`config.mk`:
```
export PLATFORM = sky130hd
export DESIGN_NAME = trace_addr_emitter
export DESIGN_NICKNAME = d
export VERILOG_FILES = /design/src/rtl/trace_emit_pkg.sv /design/src/rtl/trace_req_fifo.sv /design/src/rtl/trace_pkt_fsm.sv /design/src/rtl/trace_addr_emitter.sv
export SDC_FILE = /design/constraint.sdc
export NUM_CORES = 1
export LEC_CHECK = 0
export ABC_AREA = 1
export BUFFER_PORTS_ARGS = -buffer_cell sky130_fd_sc_hd__buf_2
export CORE_ASPECT_RATIO = 1.75
export CORE_MARGIN = 10
export CORE_UTILIZATION = 38
export CTS_BUF_LIST = sky130_fd_sc_hd__clkbuf_4 sky130_fd_sc_hd__clkbuf_8
export DETAILED_ROUTE_END_ITERATION = 12
export PLACE_DENSITY = 0.55
export SLEW_MARGIN = 20
export SYNTH_ARGS = -nofsm -noshare
export SYNTH_HDL_FRONTEND = slang
export SYNTH_SLANG_ARGS = --single-unit
```
`constraint.sdc`:
```
create_clock -name clk -period 3.3 [get_ports clk]
set_clock_uncertainty 0.05 [all_clocks]
set_input_delay 0.165 -clock clk [delete_from_list [all_inputs] [get_ports clk]]
set_output_delay 0.165 -clock clk [all_outputs]
set_load 0.05 [all_outputs]
```
`src/rtl/trace_emit_pkg.sv`:
```
package trace_emit_pkg;
    localparam int ADDR_W = 32;
    localparam int ASID_W = 8;
    localparam int BUS_W  = 8;

    localparam logic [1:0]       CLS_INDIRECT = 2'd3;
    localparam logic [BUS_W-1:0] CODE_IDLE    = 8'h00;
    localparam logic [BUS_W-1:0] CODE_MARK4   = 8'hA4;
    localparam logic [BUS_W-1:0] CODE_MARK5   = 8'hA5;

    typedef enum logic [1:0] {
        S_IDLE,
        S_MARK,
        S_ADDR,
        S_ASID
    } emit_state_e;

    typedef struct packed {
        logic              tag;
        logic [ASID_W-1:0] asid;
        logic [ADDR_W-1:0] addr;
    } trace_ent_t;
endpackage

```
`src/rtl/trace_req_fifo.sv`:
```
module trace_req_fifo
    import trace_emit_pkg::*;
#(
    parameter int DEPTH = 4,
    localparam int PTR_W = (DEPTH > 1) ? $clog2(DEPTH) : 1,
    localparam int CNT_W = $clog2(DEPTH + 1)
) (
    input  logic             clk,
    input  logic             rst_n,
    input  logic             flush,
    input  logic             push,
    input  trace_ent_t       din,
    input  logic             pop,
    output trace_ent_t       dout,
    output logic             empty,
    output logic             full,
    output logic [CNT_W-1:0] count
);
    trace_ent_t       mem [DEPTH];
    logic [PTR_W-1:0] wr_ptr, rd_ptr;

    function automatic logic [PTR_W-1:0] bump(input logic [PTR_W-1:0] p);
        return (p == PTR_W'(DEPTH - 1)) ? '0 : p + 1'b1;
    endfunction

    assign empty = (count == '0);
    assign full  = (count == CNT_W'(DEPTH));
    assign dout  = mem[rd_ptr];

    always_ff @(posedge clk) begin
        if (push && !flush) begin
            mem[wr_ptr] <= din;
        end
    end

    always_ff @(posedge clk or negedge rst_n) begin
        if (!rst_n) begin
            wr_ptr <= '0;
            rd_ptr <= '0;
            count  <= '0;
        end else if (flush) begin
            wr_ptr <= '0;
            rd_ptr <= '0;
            count  <= '0;
        end else begin
            if (push) wr_ptr <= bump(wr_ptr);
            if (pop)  rd_ptr <= bump(rd_ptr);
            if (push && !pop)      count <= count + 1'b1;
            else if (pop && !push) count <= count - 1'b1;
        end
    end

    assert_fifo_bound_R7: assert property (@(posedge clk) disable iff (!rst_n)
        count <= CNT_W'(DEPTH));
    assert_no_push_full_R7: assert property (@(posedge clk) disable iff (!rst_n)
        (push && !flush) |-> !full);
    assert_no_pop_empty_R6: assert property (@(posedge clk) disable iff (!rst_n)
        (pop && !flush) |-> !empty);
endmodule

```
`src/rtl/trace_pkt_fsm.sv`:
```
module trace_pkt_fsm
    import trace_emit_pkg::*;
(
    input  logic             clk,
    input  logic             rst_n,
    input  logic             trace_en,
    input  logic             q_empty,
    input  trace_ent_t       q_head,
    output logic             q_pop,
    output logic [BUS_W-1:0] pst_bus
);
    emit_state_e state, state_nx;
    logic [1:0]  byte_idx, byte_idx_nx;
    trace_ent_t  cur;
    logic        pkt_last;

    always_comb begin
        pkt_last = (state == S_ASID) ||
                   (state == S_ADDR && byte_idx == 2'd3 && !cur.tag);
        q_pop    = trace_en && !q_empty && (state == S_IDLE || pkt_last);
    end

    always_comb begin
        state_nx    = state;
        byte_idx_nx = byte_idx;
        if (!trace_en) begin
            state_nx    = S_IDLE;
            byte_idx_nx = '0;
        end else begin
            unique case (state)
                S_IDLE: if (q_pop) state_nx = S_MARK;
                S_MARK: begin
                    state_nx    = S_ADDR;
                    byte_idx_nx = '0;
                end
                S_ADDR: begin
                    if (byte_idx != 2'd3) byte_idx_nx = byte_idx + 1'b1;
                    else if (cur.tag)     state_nx = S_ASID;
                    else                  state_nx = q_pop ? S_MARK : S_IDLE;
                end
                S_ASID: state_nx = q_pop ? S_MARK : S_IDLE;
            endcase
        end
    end

    always_ff @(posedge clk or negedge rst_n) begin
        if (!rst_n) begin
            state    <= S_IDLE;
            byte_idx <= '0;
            cur      <= '0;
        end else begin
            state    <= state_nx;
            byte_idx <= byte_idx_nx;
            if (q_pop) cur <= q_head;
        end
    end

    always_comb begin
        unique case (state)
            S_IDLE: pst_bus = CODE_IDLE;
            S_MARK: pst_bus = cur.tag ? CODE_MARK5 : CODE_MARK4;
            S_ADDR: pst_bus = cur.addr[{byte_idx, 3'b000} +: 8];
            S_ASID: pst_bus = cur.asid;
        endcase
    end

    assert_mark_to_addr_R3: assert property (@(posedge clk) disable iff (!rst_n)
        (state == S_MARK && trace_en) |=> (state == S_ADDR && byte_idx == 2'd0));
    assert_tag_byte_R4: assert property (@(posedge clk) disable iff (!rst_n)
        (state == S_ADDR && byte_idx == 2'd3 && cur.tag && trace_en) |=> (state == S_ASID));
    assert_no_gap_R6: assert property (@(posedge clk) disable iff (!rst_n)
        (pkt_last && trace_en && !q_empty) |=> (state == S_MARK));
endmodule

```
`src/rtl/trace_addr_emitter.sv`:
```
module trace_addr_emitter
    import trace_emit_pkg::*;
#(
    parameter int DEPTH = 4
) (
    input  logic        clk,
    input  logic        rst_n,
    input  logic        retire_vld,
    input  logic [1:0]  retire_cls,
    input  logic [31:0] target_addr,
    input  logic [7:0]  cur_asid,
    input  logic        trace_en,
    input  logic        asid_show_en,
    input  logic        sync_req,
    output logic [7:0]  pst_bus,
    output logic        trace_ovf
);
    localparam int CNT_W = $clog2(DEPTH + 1);

    logic             req, push, pop, q_empty, q_full;
    logic [CNT_W-1:0] q_cnt;
    trace_ent_t       new_ent, head_ent;

    always_comb begin
        req          = trace_en && ((retire_vld && retire_cls == CLS_INDIRECT) || sync_req);
        push         = req && !q_full;
        new_ent.tag  = asid_show_en;
        new_ent.asid = cur_asid;
        new_ent.addr = target_addr;
    end

    always_ff @(posedge clk or negedge rst_n) begin
        if (!rst_n)             trace_ovf <= 1'b0;
        else if (req && q_full) trace_ovf <= 1'b1;
    end

    trace_req_fifo #(.DEPTH(DEPTH)) i_fifo (
        .clk   (clk),
        .rst_n (rst_n),
        .flush (!trace_en),
        .push  (push),
        .din   (new_ent),
        .pop   (pop),
        .dout  (head_ent),
        .empty (q_empty),
        .full  (q_full),
        .count (q_cnt)
    );

    trace_pkt_fsm i_fsm (
        .clk      (clk),
        .rst_n    (rst_n),
        .trace_en (trace_en),
        .q_empty  (q_empty),
        .q_head   (head_ent),
        .q_pop    (pop),
        .pst_bus  (pst_bus)
    );

    assert_idle_when_off_R8: assert property (@(posedge clk) disable iff (!rst_n)
        !trace_en |=> (pst_bus == CODE_IDLE && q_cnt == '0));
    assert_ovf_sticky_R7: assert property (@(posedge clk) disable iff (!rst_n)
        trace_ovf |=> trace_ovf);
    assert_no_gain_R2: assert property (@(posedge clk) disable iff (!rst_n)
        (trace_en && !sync_req && !(retire_vld && retire_cls == CLS_INDIRECT))
        |=> (q_cnt <= $past(q_cnt)));
    assert_full_drop_R7: assert property (@(posedge clk) disable iff (!rst_n)
        (req && q_full) |=> trace_ovf);
endmodule

```
==> results of run 1 <==
[power breakdown]
group / internal, mW / total, mW / switching [mW]
Clock: 1.26 / 2.23 / 0.977
Sequential: 3.39 / 3.59 / 0.206
Combinational: 0.752 / 2.51 / 1.75
Total: 5.39 / 8.33 / 2.94
[state kept, by name (all words and copies together), names as in the netlist]
| register | cells |
|---|---|
| i_fifo.count | 3 |
| i_fsm.byte_idx | 2 |
| trace_ovf | 1 |
| i_fsm.state | 2 |
| i_fifo.wr_ptr | 2 |
| i_fifo.mem | 164 |
| i_fsm.cur | 41 |
| i_fifo.rd_ptr | 2 |
[stage by stage]
stage                     total power, mW  area [sq um]  util [%]  hold WS [ns]  cells
after detailed placement             6.17          9250      41.0         0.227   1056
final                                8.33         10400      46.0         0.135   1157
after CTS                            8.46         10400      46.0         0.140   1157
after floorplan                      5.43          8660         -        -0.181    729
after global routing                 8.90         10400      46.0         0.187   1157
after global placement               6.14          9250      41.0         0.217   1056
[how the worst min path moves through the flow]
stage | start | end | slack (ns) | depth (start not counted)
finish | rst_n | i_fsm.cur[22]$_DFFE_PN0P_ | 0.14 | 2
global route | rst_n | i_fifo.rd_ptr[0]$_DFFE_PN0P_ | 0.19 | 2
CTS | rst_n | i_fifo.rd_ptr[1]$_DFFE_PN0P_ | 0.14 | 2
detailed placement | rst_n | i_fsm.cur[16]$_DFFE_PN0P_ | 0.23 | 1
global placement | rst_n | i_fsm.cur[20]$_DFFE_PN0P_ | 0.22 | 1
floorplan | rst_n | i_fifo.count[0]$_DFFE_PN0P_ | -0.18 | 0
[per-layer routing]
layer | share of wire [%] | vias up
li1 | - | 2774
met1 | 40 | 2699
met2 | 53 | 107
met3 | 4.1 | 34
met4 | 2.6 | 0
met5 | 0 | -
[cells in the mapped netlist, drive strengths merged (2+ instances only)]
cell type  instances  area (sq um)
nor2             152           591
nand4              2          12.5
a31oi             20           125
clkbuf            22          82.6
o22ai             21           131
dfrtp             53          1330
buf               20           123
edfxtp           164          4920
nand3             15          80.1
inv               42           158
a21oi             18          90.1
ha                 5          62.6
nand2             54           215
o21bai             2          15.0
o21ai            132           661
[cells in the final DEF (no fill, tap or decap), drive strengths merged, types with 5 or more instances in the layout]
cell | netlist | layout
clkbuf | 22 | 50
nand2 | 54 | 54
ha | 5 | 5
a31oi | 20 | 20
a21oi | 18 | 18
clkinv | 1 | 6
nand3 | 15 | 15
inv | 42 | 42
dlygate4sd3 | 0 | 45
nor2 | 152 | 152
o21ai | 132 | 132
buf | 20 | 69
edfxtp | 164 | 164
o22ai | 21 | 21
dfrtp | 53 | 53
[final cells by class]
class | instances | area, sq um | share of cell area (%)
Tap cell | 300 | 375 | 3.62
Inverter | 43 | 161 | 1.56
Clock inverter | 6 | 51.3 | 0.495
Clock buffer | 50 | 619 | 5.97
Sequential cell | 217 | 6250 | 60.3
Timing Repair Buffer | 114 | 841 | 8.11
Multi-Input combinational cell | 427 | 2070 | 20.0
[cells by family after synthesis]
kind of cell | Yosys count | synth area share (%)
adders and majority gates | 6 | 0.954
buffers and inverters | 85 | 4.23
DFF | 217 | 72.2
and+or+nand+nor | 224 | 10.5
AOI/OAI and AO/OA | 196 | 12.1
xor gates and xnor gates | 1 | 0.101
[what timing repair did]
item                      in CTS  in global routing
hold buffers                  45                  0
hold endpoints to repair     203                  0
resized for setup              0                  0
==> flow_summary.ini, run 1 <==
[yosys]
syn_area_sq_um = 8660
synth-seq-cells = 217
seq_area_frac_synth_pct = 72.2
synth.distinct_cells = 32
syn_inst = 729
syn_nets = 783
ys_async_sr_fraction_pct = 24.4
avgSynthCellArea_sq_um = 11.9
yosys_warnings = 0
synth_ff_type = edfxtp_1
synth-edff-count = 164

[worst_setup_path]
startpoint = i_fsm.byte_idx[1]$_DFFE_PN0P_
cpPeakStageDelay_ns = 0.53
worst-path-buf-inv = 2
cp.required_ns = 3.08
rr_endpoint = i_fifo.count[0]$_DFFE_PN0P_
path_cells = clkinv_1 -> a21oi_1 -> o21ai_0 -> nand3_1 -> o21ai_0 -> buf_2
critical_path.top_delay_family = flip-flops
cp-endpoint = pst_bus[4]
worst-r2r-setup-slack_ns = 0.91
cp-end-kind = output pin
crit_cells = 6
path_class = flop to output pin
r2r_start = i_fsm.byte_idx[0]$_DFFE_PN0P_
slowest_stage = dfrtp_1
worstPathMaxFanout = 10
worst-r2r-cell-count = 12
setup.worst_path.start_class = flop
arrival_ns = 2.22
cp_common_cell = o21ai_0

[clocking]
path_clk_slew_ns = 0.07
cts_max_level = 1
cts.path.max_buffers = 3
clockRootBuffer = clkbuf_8
clk_latency_ns = 0.58
cts.sinks = 217
tritoncts = done
post_cts_buffers = 0
cts-buffers-inserted = 30

[global_routing]
antenna_found_initial = 0
grtUsageMet2_pct = 25.3
grt_use_total_pct = 13.7
grt_util_met1_pct = 15.4
overflow = 0
grt_max_degree = 86
met3_usage_pct = 2.05
grt_pass1_vias = 5833
grt_busiest_layer = met2
grt_pass1_wl_um = 31700

[placement]
port_buffers = 56
gp_congestion = 0.799
dp_slack_ns = 0.910
hpwlAfterDp_um = 12200

[sta]
tns_ns = 0
post-route-period-util_pct = 73.6
final_max_slew_viol_count = 0
max-slew-margin-rel_pct = 38.2
final-setup-viol-count = 0
worst_pin_slew_ns = 0.928
setup_ws_ns = 0.870
rsz0062_at_grt = false
hold_violations = 0
period_needed_ns = 2.43
max_freq_ghz = 0.411

[power_and_ir_drop]
p_per_area_nw_per_um2 = 803
p_leak_nw = 3.87
vdd_drop_max_mv = 0.403

[detailed_routing]
drt_pre_antenna_iters = 4
vias = 5614
drcViolationCount = 0
ant_nets = 0
avgRoutedWirePerCell_um = 17.4
viasPerCell = 4.85
drtIter0Drc = 270
wl_um = 20200

[layout]
n_fill_cell = 2104
area_growth_pct = 19.8
drive_gt1_share_pct = 16.0
antenna_cells = 0
final_nets = 887

[floorplan]
dieArea_sq_um = 29500
core_sq_um = 22600
boundaryPins = 57
rows = 73
start_util_pct = 38.4
die_w_um = 134
die_h_um = 220

[min_path]
hp-class = primary input to async pin

[status]
outcome = finished, final reports clean

[run]
maxCapViolations = 0
Note: power is estimated with default switching activity, not from simulation.
==> run 2, diff against run 1 <==
==> constraint.sdc (replaced) <==
create_clock -name clk -period 2.4 [get_ports clk]
set_clock_uncertainty 0.05 [all_clocks]
set_input_delay 0.12 -clock clk [delete_from_list [all_inputs] [get_ports clk]]
set_output_delay 0.12 -clock clk [all_outputs]
set_load 0.05 [all_outputs]
==> run 2 against run 1 <==
  * Non-clock buffer count rose by 7
  * Total power increased by 39%
  * Register-to-register slack worse by 0.58 ns
  * Core utilization increased by 0.60 points
  * Clock-buffer cell count shrank 10
  * Sequential share of layout area down 0.78 points
  * Highest routed layer unchanged
  * Worst setup slack got worse by 0.73 ns
  * Cell count rose by 0.69%
  * Sequential cell count did not move
  * Hold slack got worse by 0.063 ns
  * Die area is the same
  * First-iteration DRC count grew 44%
==> flow_summary.ini, run 2 (synthesis results as in run 1) <==
[sta]
max_freq_ghz = 0.443
hold_violations = 0
worst_pin_slew_ns = 0.699
setup_ws_ns = 0.142
post-route-period-util_pct = 94.1
max-slew-margin-rel_pct = 53.4
final-setup-viol-count = 0
tns_ns = 0
period_needed_ns = 2.26
final_max_slew_viol_count = 0
rsz0062_at_grt = false
holdWs_ns = 0.0723

[global_routing]
grt_pass1_vias = 5875
grt_pass1_wl_um = 31800
grt_use_total_pct = 13.8
overflow = 0
antenna_found_initial = 1
grt_max_degree = 86

[placement]
dpl_cell_area_sq_um = 9360
hpwlAfterDp_um = 12100
gp_congestion = 0.811
place_inst = 1061
dp_slack_ns = 0.327
port_buffers = 56

[layout]
drive_gt1_share_pct = 16.1
final_cell_mix = edfxtp_1 (164), nor2_1 (144), o21ai_0 (114), buf_2 (54), dfrtp_1 (52)
layout_commonest_cell = edfxtp_1
fin_cells = 1165
final_nets = 894
regMostFlops = i_fifo.mem
postLayoutCellArea_sq_um = 10500
area_growth_pct = 21.3
n_fill_cell = 2069
largest_reg_flops = 164
top_regs = i_fifo.mem: 164 flops, i_fsm.cur: 41 flops, i_fifo.count: 3 flops
fin_util_pct = 46.6

[worst_setup_path]
startpoint = i_fsm.byte_idx[1]$_DFFE_PN0P_
r2r_start = i_fsm.state[1]$_DFFE_PN0P_
slowest_stage = dfrtp_1
cp.required_ns = 2.23
worst-path-buf-inv = 3
cp_common_cell = o21ai_0
worstPathMaxFanout = 9
arrival_ns = 2.09
critical_path.top_delay_family = buffers and inverters
cp-end-kind = output pin
path_class = flop to output pin
path_cells = buf_4 -> clkinvlp_4 -> a21oi_1 -> o21ai_0 -> nand3_1 -> o21ai_0 -> buf_2
cpPeakStageDelay_ns = 0.36
setup.worst_path.start_class = flop

[detailed_routing]
drtIter0Drc = 389
wl_um = 19900
vias = 5671
drcViolationCount = 0
avgRoutedWirePerCell_um = 17.1
ant_nets = 0
viasPerCell = 4.87
drt_pre_antenna_iters = 4

[power_and_ir_drop]
power_mw = 11.6
vdd_drop_max_mv = 0.638
p_per_area_nw_per_um2 = 1100
p_leak_nw = 3.92

[floorplan]
rows = 73
die_h_um = 220
dieArea_sq_um = 29500
core_sq_um = 22600
start_util_pct = 38.4
die_w_um = 134
boundaryPins = 57

[clocking]
cts_max_level = 1
clockRootBuffer = clkbuf_8
cts.sinks = 217
cts.path.max_buffers = 3
cts-buffers-inserted = 30
path_clk_slew_ns = 0.07
tritoncts = done
clk_latency_ns = 0.58

[run]
maxCapViolations = 0

[status]
outcome = finished, final reports clean

[min_path]
hp-class = primary input to async pin
==> run 2: cell types whose count changed in the layout (fill, tap and decap cells not counted) <==
| cell | before | now |
|---|---|---|
| buf_12 | 1 | 7 |
| buf_2 | 56 | 54 |
| buf_6 | 0 | 1 |
| bufinv_16 | 1 | 3 |
| clkbuf_4 | 11 | 7 |
| clkbuf_8 | 39 | 35 |
| clkinv_1 | 4 | 9 |
| clkinv_2 | 2 | 4 |
| clkinvlp_4 | 0 | 1 |
| diode_2 | 0 | 1 |
==> run 2: final timing paths <==
kind / cells after the start / to / slack [ns]
max in group asynchronous: 3 / i_fsm.cur[12]$_DFFE_PN0P_ / 1.50
min: 2 / i_fsm.cur[19]$_DFFE_PN0P_ / 0.07
min in group clk: 9 / i_fifo.count[2]$_DFFE_PN0P_ / 0.14
max: 7 / pst_bus[3] / 0.14
min reg2reg: 1 / trace_ovf$_DFFE_PN0P_ / 0.43
max reg2reg: 13 / i_fifo.count[2]$_DFFE_PN0P_ / 0.33
==> run 2: cell type report <==
cell class / count / area, sq um / share of cell area (%)
diodes: 1 / 2.50 / 0.0238
multi-input cells: 427 / 2070 / 19.7
well taps: 300 / 375 / 3.57
clock buffers: 40 / 519 / 4.94
repair buffers: 121 / 977 / 9.30
flip-flops and latches: 217 / 6250 / 59.5
clock inverters: 16 / 144 / 1.37
inverters: 43 / 165 / 1.57
==> run 2: where the power goes <==
part	leakage (nW)	switching (mW)	internal [mW]	total, mW
clock network	0.347	1.34	1.73	3.07
logic	1.45	2.47	1.13	3.60
registers	2.12	0.257	4.65	4.91
==> run 2: repair_timing <==
action / CTS / global route
hold buffers: 45 / 0
gates resized for setup: 0 / 4
setup endpoints to repair: 0 / 5
setup buffers: 0 / 2
endpoints found under the hold margin: 200 / 0
==> run 2: layer usage <==
metal | vias to the layer above | global-route usage (%) | wire (um) | share of wire, %
met3 | 38 | 2.07 | 767 | 3.8
li1 | 2789 | - | - | -
met4 | 0 | 6.15 | 546 | 2.7
met1 | 2743 | 15.7 | 8190 | 41
met5 | - | 0 | 0 | 0
met2 | 101 | 24.8 | 10400 | 52
==> run 3, diff against run 2 <==
--- a/config.mk
+++ b/config.mk
@@ -9,10 +9,10 @@
 export BUFFER_PORTS_ARGS = -buffer_cell sky130_fd_sc_hd__buf_2
 export CORE_ASPECT_RATIO = 1.75
 export CORE_MARGIN = 10
-export CORE_UTILIZATION = 38
+export CORE_UTILIZATION = 43
 export CTS_BUF_LIST = sky130_fd_sc_hd__clkbuf_4 sky130_fd_sc_hd__clkbuf_8
 export DETAILED_ROUTE_END_ITERATION = 12
-export PLACE_DENSITY = 0.55
+export PLACE_DENSITY = 0.61
 export SLEW_MARGIN = 20
 export SYNTH_ARGS = -nofsm -noshare
 export SYNTH_HDL_FRONTEND = slang
==> run 3 against run 2 <==
  * Cell count is 5.1% lower
  * Cell area shrank 2.2%
  * Combinational power decreased by 2%
  * Clock-buffer cell count shrank 2
  * Hold slack improved by 0.048 ns
  * Wire length fell by 1.2%
  * Non-clock buffer count did not move
  * Die area decreased by 10%
  * Worst setup slack worse by 0.0046 ns
  * Critical path depth did not move
  * Fmax fell by 0.20%
  * Highest routed layer unchanged
==> flow_summary.ini, run 3 (synthesis results as in run 1) <==
[worst_setup_path]
worst-r2r-setup-slack_ns = 0.23
critical_path.top_delay_family = buffers and inverters
cpPeakStageDelay_ns = 0.36
arrival_ns = 2.09
worstPathMaxFanout = 9
cp_common_cell = o21ai_0
path_class = flop to output pin
worst-path-buf-inv = 3
slowest_stage = dfrtp_1
crit_cells = 7
cp.required_ns = 2.23
path_cells = buf_4 -> clkinvlp_4 -> a21oi_1 -> o21ai_0 -> nand3_1 -> o21ai_0 -> buf_2
rr_endpoint = i_fifo.count[2]$_DFFE_PN0P_
worst-r2r-cell-count = 13
setup.worst_path.start_class = flop
cp-end-kind = output pin
r2r_start = i_fsm.state[1]$_DFFE_PN0P_

[detailed_routing]
drt_pre_antenna_iters = 4
vias = 5857
drcViolationCount = 0
drtIter0Drc = 351
ant_nets = 0
wl_um = 19700
viasPerCell = 5.30
avgRoutedWirePerCell_um = 17.8

[sta]
worst_pin_slew_ns = 0.613
final_max_slew_viol_count = 0
post-route-period-util_pct = 94.3
period_needed_ns = 2.26
final-setup-viol-count = 0
tns_ns = 0
hold_violations = 0
rsz0062_at_grt = false
max_freq_ghz = 0.442
max-slew-margin-rel_pct = 59.0

[placement]
hpwlAfterDp_um = 12000
port_buffers = 56
gp_congestion = 0.830
dpl_cell_area_sq_um = 9280

[layout]
top_regs = i_fifo.mem: 164 flops, i_fsm.cur: 41 flops, i_fifo.count: 3 flops
antenna_cells = 0
n_fill_cell = 1772
area_growth_pct = 18.6
final_cell_mix = edfxtp_1 (164), nor2_1 (144), o21ai_0 (114), buf_2 (56), dfrtp_1 (52)
layout_commonest_cell = edfxtp_1
multi_input_area_sq_um = 2080
largest_reg_flops = 164
final_nets = 893
drive_gt1_share_pct = 15.6
regMostFlops = i_fifo.mem
final-seq-area_sq_um = 6250
postLayoutCellArea_sq_um = 10300

[global_routing]
overflow = 0
grt_use_total_pct = 14.6
grt_pass1_vias = 6194
grt_pass1_wl_um = 31700
grt_max_degree = 86
antenna_found_initial = 0

[power_and_ir_drop]
p_per_area_nw_per_um2 = 1070
clkPwrFrac_pct = 23.0
pwr-share-seq_pct = 44.8
vdd_drop_max_mv = 0.792
power.switching_mw = 4.00
swShare_pct = 36.3
p_int_mw = 7.02
combPwrFrac_pct = 32.1
p_leak_nw = 3.84

[clocking]
cts_max_level = 1
clk_latency_ns = 0.54
tritoncts = done
clockRootBuffer = clkbuf_8
cts.path.max_buffers = 3
post_cts_buffers = 0
cts-buffers-inserted = 29
cts.sinks = 217
path_clk_slew_ns = 0.07

[floorplan]
die_h_um = 208
die_w_um = 127
dieArea_sq_um = 26400
core_sq_um = 19700
start_util_pct = 43.9
boundaryPins = 57
rows = 68

[min_path]
hp-class = primary input to async pin

[status]
outcome = finished, final reports clean

[run]
maxCapViolations = 0
[run 3: how the worst max path moves through the flow]
| stage | from | end |
|---|---|---|
| 2_1_floorplan | i_fifo.count[0]$_DFFE_PN0P_ | i_fifo.mem[0][0]$_DFFE_PP_ |
| 3_3_place_gp | i_fsm.state[1]$_DFFE_PN0P_ | i_fifo.count[2]$_DFFE_PN0P_ |
| 3_5_place_dp | i_fsm.state[1]$_DFFE_PN0P_ | i_fifo.count[2]$_DFFE_PN0P_ |
| 4_1_cts | i_fsm.byte_idx[1]$_DFFE_PN0P_ | pst_bus[4] |
| 5_1_grt | i_fsm.byte_idx[1]$_DFFE_PN0P_ | pst_bus[1] |
| 6_report | i_fsm.byte_idx[1]$_DFFE_PN0P_ | pst_bus[4] |
[run 3: worst register-to-register path: stages (launching register included)]
cell and delay [ns]:
dfrtp_1 0.43, inv_2 0.12, nor2_2 0.06, nand2_1 0.10, nand2_1 0.10, nor2_4 0.16, nor2_1 0.10, fa_1 0.45
xnor2_1 0.22, inv_1 0.06, nand2_1 0.06, nand2_1 0.05, nand2_1 0.06, nand2_1 0.05
[run 3: what timing repair did]
item | 4_1_cts | 5_1_grt
hold buffers | 46 | 0
endpoints found under the setup margin | 0 | 5
gates resized for setup | 0 | 2
hold endpoints to repair | 226 | 0
[run 3: stage by stage]
step                hold slack, ns  worst slack [ns]  power, mW  cells  util, %
global placement           0.00901             0.402       8.41   1007     47.0
global route                 0.143           0.00703       11.7   1106     52.0
detailed placement         0.00910             0.269       8.51   1007     47.0
CTS                          0.108            0.0901       11.1   1106     52.0
floorplan                   -0.226            -0.564       7.47    729        -
finish                       0.120             0.137       11.0   1106     52.0
[run 3: power by group through the flow]
stage,sequential [mW],combinational (mW),clock [mW]
floorplan,4.92,2.54,0
finish,4.94,3.54,2.54
global route,5.00,3.97,2.77
global placement,5.00,3.41,0
detailed placement,5.02,3.49,0
CTS,4.94,3.57,2.61
[run 3: metal layers]
layer / vias to the layer above / track usage, % / wire [um]
met3: 48 / 2.25 / 862
met5: - / 0 / 0
met2: 160 / 26.1 / 10400
li1: 2782 / - / -
met1: 2867 / 16.5 / 7750
met4: 0 / 6.80 / 718
[run 3: cell type report]
cell class | count | area share, %
clock buffer | 38 | 4.54
clock inverter | 15 | 0.597
inverter | 43 | 1.61
multi-input combinational | 427 | 20.2
sequential | 217 | 60.9
tap | 245 | 2.98
timing repair buffer | 121 | 9.21
